File: config.mk
export PLATFORM = sky130hd
export DESIGN_NAME = dma_irq_ctrl
export DESIGN_NICKNAME = d
export VERILOG_FILES = /design/src/rtl/dma_irq_ctrl.sv
export SDC_FILE = /design/constraint.sdc
export NUM_CORES = 1
export LEC_CHECK = 0
export ABC_AREA = 1
export CORE_ASPECT_RATIO = 1.4
export CORE_UTILIZATION = 44
export CTS_CLUSTER_DIAMETER = 100
export DETAILED_ROUTE_END_ITERATION = 12
export GPL_TIMING_DRIVEN = 0
export HOLD_SLACK_MARGIN = 0.05
export PLACE_DENSITY = 0.81
export SLEW_MARGIN = 20
export SYNTH_ARGS = -nofsm -noshare
export SYNTH_HDL_FRONTEND = slang
export SYNTH_SLANG_ARGS = --single-unit
File: constraint.sdc
create_clock -name clk -period 2.7 [get_ports clk]
set_input_delay 0.27 -clock clk [delete_from_list [all_inputs] [get_ports clk]]
set_output_delay 0.27 -clock clk [all_outputs]
set_load 0.01 [all_outputs]
File: src/rtl/dma_irq_ctrl.sv
module dma_irq_ctrl #(
  parameter bit IS_DST = 1'b0,
  parameter int ADDR_W = 3,
  parameter int CNT_W  = 11
) (
  input  logic              clk,
  input  logic              rst_n,
  input  logic              wr_en,
  input  logic [ADDR_W-1:0] wr_addr,
  input  logic [31:0]       wr_data,
  input  logic [ADDR_W-1:0] rd_addr,
  output logic [31:0]       rd_data,
  input  logic [5:0]        evt_i,
  input  logic              done_i,
  input  logic              busy_i,
  output logic              irq_o
);
  localparam int CNT_LSB = 3;
  localparam logic [ADDR_W-1:0] A_STAT = ADDR_W'(0);
  localparam logic [ADDR_W-1:0] A_ISR  = ADDR_W'(1);
  localparam logic [ADDR_W-1:0] A_IEN  = ADDR_W'(2);
  localparam logic [ADDR_W-1:0] A_IDIS = ADDR_W'(3);
  localparam logic [ADDR_W-1:0] A_MASK = ADDR_W'(4);
  localparam logic [7:0] MASK_RST = IS_DST ? 8'hFE : 8'h7F;

  logic [7:0]       isr, mask;
  logic [CNT_W-1:0] cnt;

  wire wr_stat = wr_en && (wr_addr == A_STAT);
  wire wr_isr  = wr_en && (wr_addr == A_ISR);
  wire wr_ien  = wr_en && (wr_addr == A_IEN);
  wire wr_idis = wr_en && (wr_addr == A_IDIS);

  wire [7:0] ev      = {evt_i, done_i, done_i & ~IS_DST};
  wire [7:0] isr_clr = wr_isr ? wr_data[7:0] : 8'h00;
  wire       ack     = wr_isr && wr_data[1] && isr[1];
  wire [CNT_W-1:0] cnt_clr = wr_stat ? wr_data[CNT_LSB +: CNT_W] : '0;

  always_ff @(posedge clk or negedge rst_n) begin
    if (!rst_n) begin
      isr  <= 8'h00;
      mask <= MASK_RST;
      cnt  <= '0;
    end else begin
      isr <= (isr & ~isr_clr) | ev;
      cnt <= (cnt & ~cnt_clr) + CNT_W'(done_i) - CNT_W'(ack);
      if (wr_ien)       mask <= mask & ~wr_data[7:0];
      else if (wr_idis) mask <= mask | wr_data[7:0];
    end
  end

  assign irq_o = |(isr & ~mask);

  always_comb begin
    rd_data = '0;
    case (rd_addr)
      A_STAT: begin
        rd_data[0] = busy_i;
        rd_data[CNT_LSB +: CNT_W] = cnt;
      end
      A_ISR:  rd_data[7:0] = isr;
      A_MASK: rd_data[7:0] = mask;
      default: rd_data = '0;
    endcase
  end

  p_event_sets_r10: assert property (@(posedge clk) disable iff (!rst_n)
    (|ev) |=> ((isr & $past(ev)) == $past(ev)));

  p_w1c_r2: assert property (@(posedge clk) disable iff (!rst_n)
    wr_isr |=> ((isr & $past(wr_data[7:0] & ~ev)) == 8'h00));

  p_sticky_r1: assert property (@(posedge clk) disable iff (!rst_n)
    (!wr_isr && ev == 8'h00) |=> $stable(isr));

  p_enable_r3: assert property (@(posedge clk) disable iff (!rst_n)
    wr_ien |=> ((mask & $past(wr_data[7:0])) == 8'h00));

  p_disable_r3: assert property (@(posedge clk) disable iff (!rst_n)
    wr_idis |=> ((mask & $past(wr_data[7:0])) == $past(wr_data[7:0])));

  p_mask_hold_r3: assert property (@(posedge clk) disable iff (!rst_n)
    (!wr_ien && !wr_idis) |=> $stable(mask));

  p_cnt_inc_r6: assert property (@(posedge clk) disable iff (!rst_n)
    (done_i && !wr_stat && !ack) |=> (cnt == $past(cnt) + CNT_W'(1)));

  p_cnt_dec_r7: assert property (@(posedge clk) disable iff (!rst_n)
    (ack && !done_i) |=> (cnt == $past(cnt) - CNT_W'(1)));

  p_both_r9: assert property (@(posedge clk) disable iff (!rst_n)
    (ack && done_i) |=> ($stable(cnt) && isr[1]));
endmodule

==> results.yml <==
timing:
  min_period_ps: 2455
  hold_slack_ps: 498.3
  max-slew-margin-rel: 0.5952
  finalSetupViolCount: 0
  fin_ws_ps: 245.1
  hold_viol_final: 0
  rsz0062_at_grt: "no"
  max_slew.worst_pin.slew_ps: 607.1
  fin_worst_skew_ps: 4.660
  fin_crit_sh: 0.9092
  fmax_mhz: 407.4
  slew_violations: 0
clocking:
  path_clk_slew_ps: 90
  numCtsBuffers: 3
  clk_latency_ps: 270
  cts_tree: "done"
  htreeDepth: 1
  cts_root_buf: "clkbuf_8"
  numClockSinks: 27
  cts_buffer_depth: 2
synthesis:
  syn_area_per_cell_sq_um: 7.567
  yosysTopAreaCell: "dfrtp_1"
  synth_area_leaders: "dfrtp_1 24%, inv_1 11%, dfstp_2 9.0%"
  synth.distinct_cells: 30
  ys_ff_latch: 27
  yosysWarnings: 0
  syn_inst: 271
  synth_top_cell_area_share: 0.2441
  synth.yosys.seq_area_share: 0.3337
  netlist_area_sq_um: 2051
critical_path:
  cp.arrival_ps: 2660
  path_class: "input pin to flop"
  end_kind: "flop"
  cp_slowest_stage_delay_ps: 530
  r2r_cells: 11
  r2r_start: "isr[1]"
  required_ps: 2900
  crit_fanout: 5
  crit_chain: "clkdlybuf4s50_1 -> nor2_4 -> nand3_4 -> o21ai_1 -> ha_1 -> inv_1 -> ha_1 -> inv_1 -> fa_2 -> o21bai_4 -> nand2_1 -> nand2_1 -> xor2_1"
  r2r-end: "cnt[8]"
  start_kind: "input pin"
  reg2reg_slack_ps: 590
  slowest_stage: "clkdlybuf4s50_1"
die:
  die_h_um: 82.78
  rows: 29
  die_area_sq_um: 4942
  die_x_um: 59.70
  io_pins: 82
  start_util: 0.4558
  fp.coreArea_sq_um: 4499
outcome:
  status: "finished clean"
power:
  p_total_mw: 2.324
  vdd_ir_drop_max_uv: 553.8
  power.leakage_nw: 1.477
  powerDensity_nw_per_um2: 839.6
place:
  place.gp.congestion: 0.9262
  dpl.hpwl_mm: 3.710
  pre_cts_slack_ps: -398.7
  portBuffers: 45
route:
  avgRoutedWirePerCell_um: 11.48
  first_pass_iters: 4
  viasPerCell: 4.713
  drt_wl_total_mm: 4.636
  ant_nets: 0
  first_iter_violations: 56
  drcViolationCount: 0
  vias: 1904
layout:
  layout-drive-gt1-share: 0.1520
  syn_to_final_growth_pct: 34.96
  antennaDiodeCount: 0
  n_fill_cell: 417
  final_nets: 404
global_routing:
  overflow: 0
  antenna_found_initial: 0
  grt_max_degree: 28
  grt_pass1_vias: 1789
  grt_usage: 0.1983
  grt_first_pass_wirelength_mm: 7.445
job:
  maxCapViolCount: 0
worst_hold_path:
  hold_class: "flop to flop"
  holdPathStages: 2
==> how the worst max path moves through the flow <==
stage,start,end,slack [ps],cells past startpoint
after detailed placement,wr_addr[1],cnt[6],-400,13
after CTS,wr_addr[0],cnt[6],30,13
after floorplan,wr_addr[1],cnt[6],430,12
after global routing,wr_addr[0],cnt[6],60,13
final,wr_addr[0],cnt[8],250,13
after global placement,wr_en,cnt[8],-390,14
==> power breakdown <==
part,switching (mW),total (mW),leakage [nW],internal (mW)
sequential,0.0718,0.630,0.285,0.558
combinational,0.839,1.47,1.17,0.627
clock,0.124,0.228,0.0255,0.103
==> metrics by stage <==
| stage | util | area, sq um | setup TNS [ps] | cells |
|---|---|---|---|---|
| 3_3_place_gp | 0.5873 | 2643 | -1142 | 395 |
| 6_report | 0.6151 | 2768 | 0 | 404 |
| 4_1_cts | 0.6040 | 2718 | 0 | 400 |
| 3_5_place_dp | 0.5862 | 2638 | -1307 | 395 |
| 5_1_grt | 0.6151 | 2768 | 0 | 404 |
| 2_1_floorplan | - | 2115 | 0 | 288 |
==> area by class of cell <==
class	count	area, sq um	share of cell area
inverter	62	232.7	0.08409
timing repair buffer	50	488.0	0.1763
clock buffer	3	41.29	0.01492
sequential	27	684.4	0.2473
buffer	18	135.1	0.04882
tap	62	77.57	0.02803
clock inverter	1	5.005	0.001808
multi-input combinational	181	1104	0.3987
==> logic make-up (layout without fill, tap and decap cells) <==
| family | after synthesis | in the layout | synth area share |
|---|---|---|---|
| mux | 8 | 8 | 0.03905 |
| compound gates | 42 | 42 | 0.1434 |
| simple gates | 94 | 94 | 0.1958 |
| buf+inv | 80 | 134 | 0.1794 |
| other cells | 1 | 18 | 0.001829 |
| xor+xnor | 7 | 7 | 0.02990 |
| flops | 27 | 27 | 0.3337 |
| fa+ha+maj | 12 | 12 | 0.07688 |
==> critical path, delay by kind of cell <==
| family | cells | cell delay (ps) |
|---|---|---|
| fa+ha+maj | 3 | 810 |
| buf+inv | 3 | 660 |
| simple gates | 4 | 450 |
| compound gates | 2 | 330 |
| xor+xnor | 1 | 140 |
==> cell usage in the layout (no fill, tap or decap) <==
master,Yosys,routed
inv_1,62,62
o21bai_1,4,4
clkinv_2,0,1
nor2_4,0,2
o22ai_1,5,5
dfrtp_1,20,20
nand4_1,3,3
fa_2,0,1
nand3_1,13,13
nand2_2,1,1
mux2i_1,8,8
nor3_2,0,1
o211ai_1,3,3
nand3_4,0,1
a21o_1,1,1
o21ai_2,9,9
nand3b_4,0,1
dlymetal6s2s_1,0,1
buf_2,0,1
xnor2_1,2,2
buf_4,18,22
clkbuf_8,0,3
xor2_1,5,5
o21bai_4,0,1
o221ai_1,4,4
o21ai_1,1,2
dfstp_2,7,7
nor2_2,3,1
a21boi_0,1,1
ha_1,11,11
dlygate4sd3_1,0,1
nor2_1,29,29
conb_1,1,18
o21ai_0,5,4
a21oi_1,8,8
clkdlybuf4s50_1,0,43
nand2_1,42,42
==> cell usage after synthesis <==
| cell | instances |
|---|---|
| a21boi_0 | 1 |
| a21o_1 | 1 |
| a21oi_1 | 8 |
| buf_4 | 18 |
| conb_1 | 1 |
| dfrtp_1 | 20 |
| dfstp_2 | 7 |
| fa_1 | 1 |
| ha_1 | 11 |
| inv_1 | 62 |
| mux2i_1 | 8 |
| nand2_1 | 42 |
| nand2_2 | 1 |
| nand3_1 | 13 |
| nand3_2 | 1 |
| nand3b_2 | 1 |
| nand4_1 | 3 |
| nor2_1 | 29 |
| nor2_2 | 3 |
| nor3_1 | 1 |
| o211ai_1 | 3 |
| o21ai_0 | 5 |
| o21ai_1 | 1 |
| o21ai_2 | 9 |
| o21bai_1 | 4 |
| o21bai_2 | 1 |
| o221ai_1 | 4 |
| o22ai_1 | 5 |
| xnor2_1 | 2 |
| xor2_1 | 5 |
==> layer usage <==
layer	wire length (um)	vias to the layer above	GRT usage
li1	-	961	-
met1	1832	878	0.2101
met2	2527	52	0.3856
met3	156	13	0.01550
met4	120	0	0.09070
met5	0	-	0
==> timing repair <==
action / CTS / global route
resized for setup: 4 / 5
buffers inserted: 0 / 4
hold endpoints to repair: 20 / 0
endpoints found under the setup margin: 2 / 2
hold buffers: 1 / 0
Note: power is estimated with default switching activity, not from simulation.
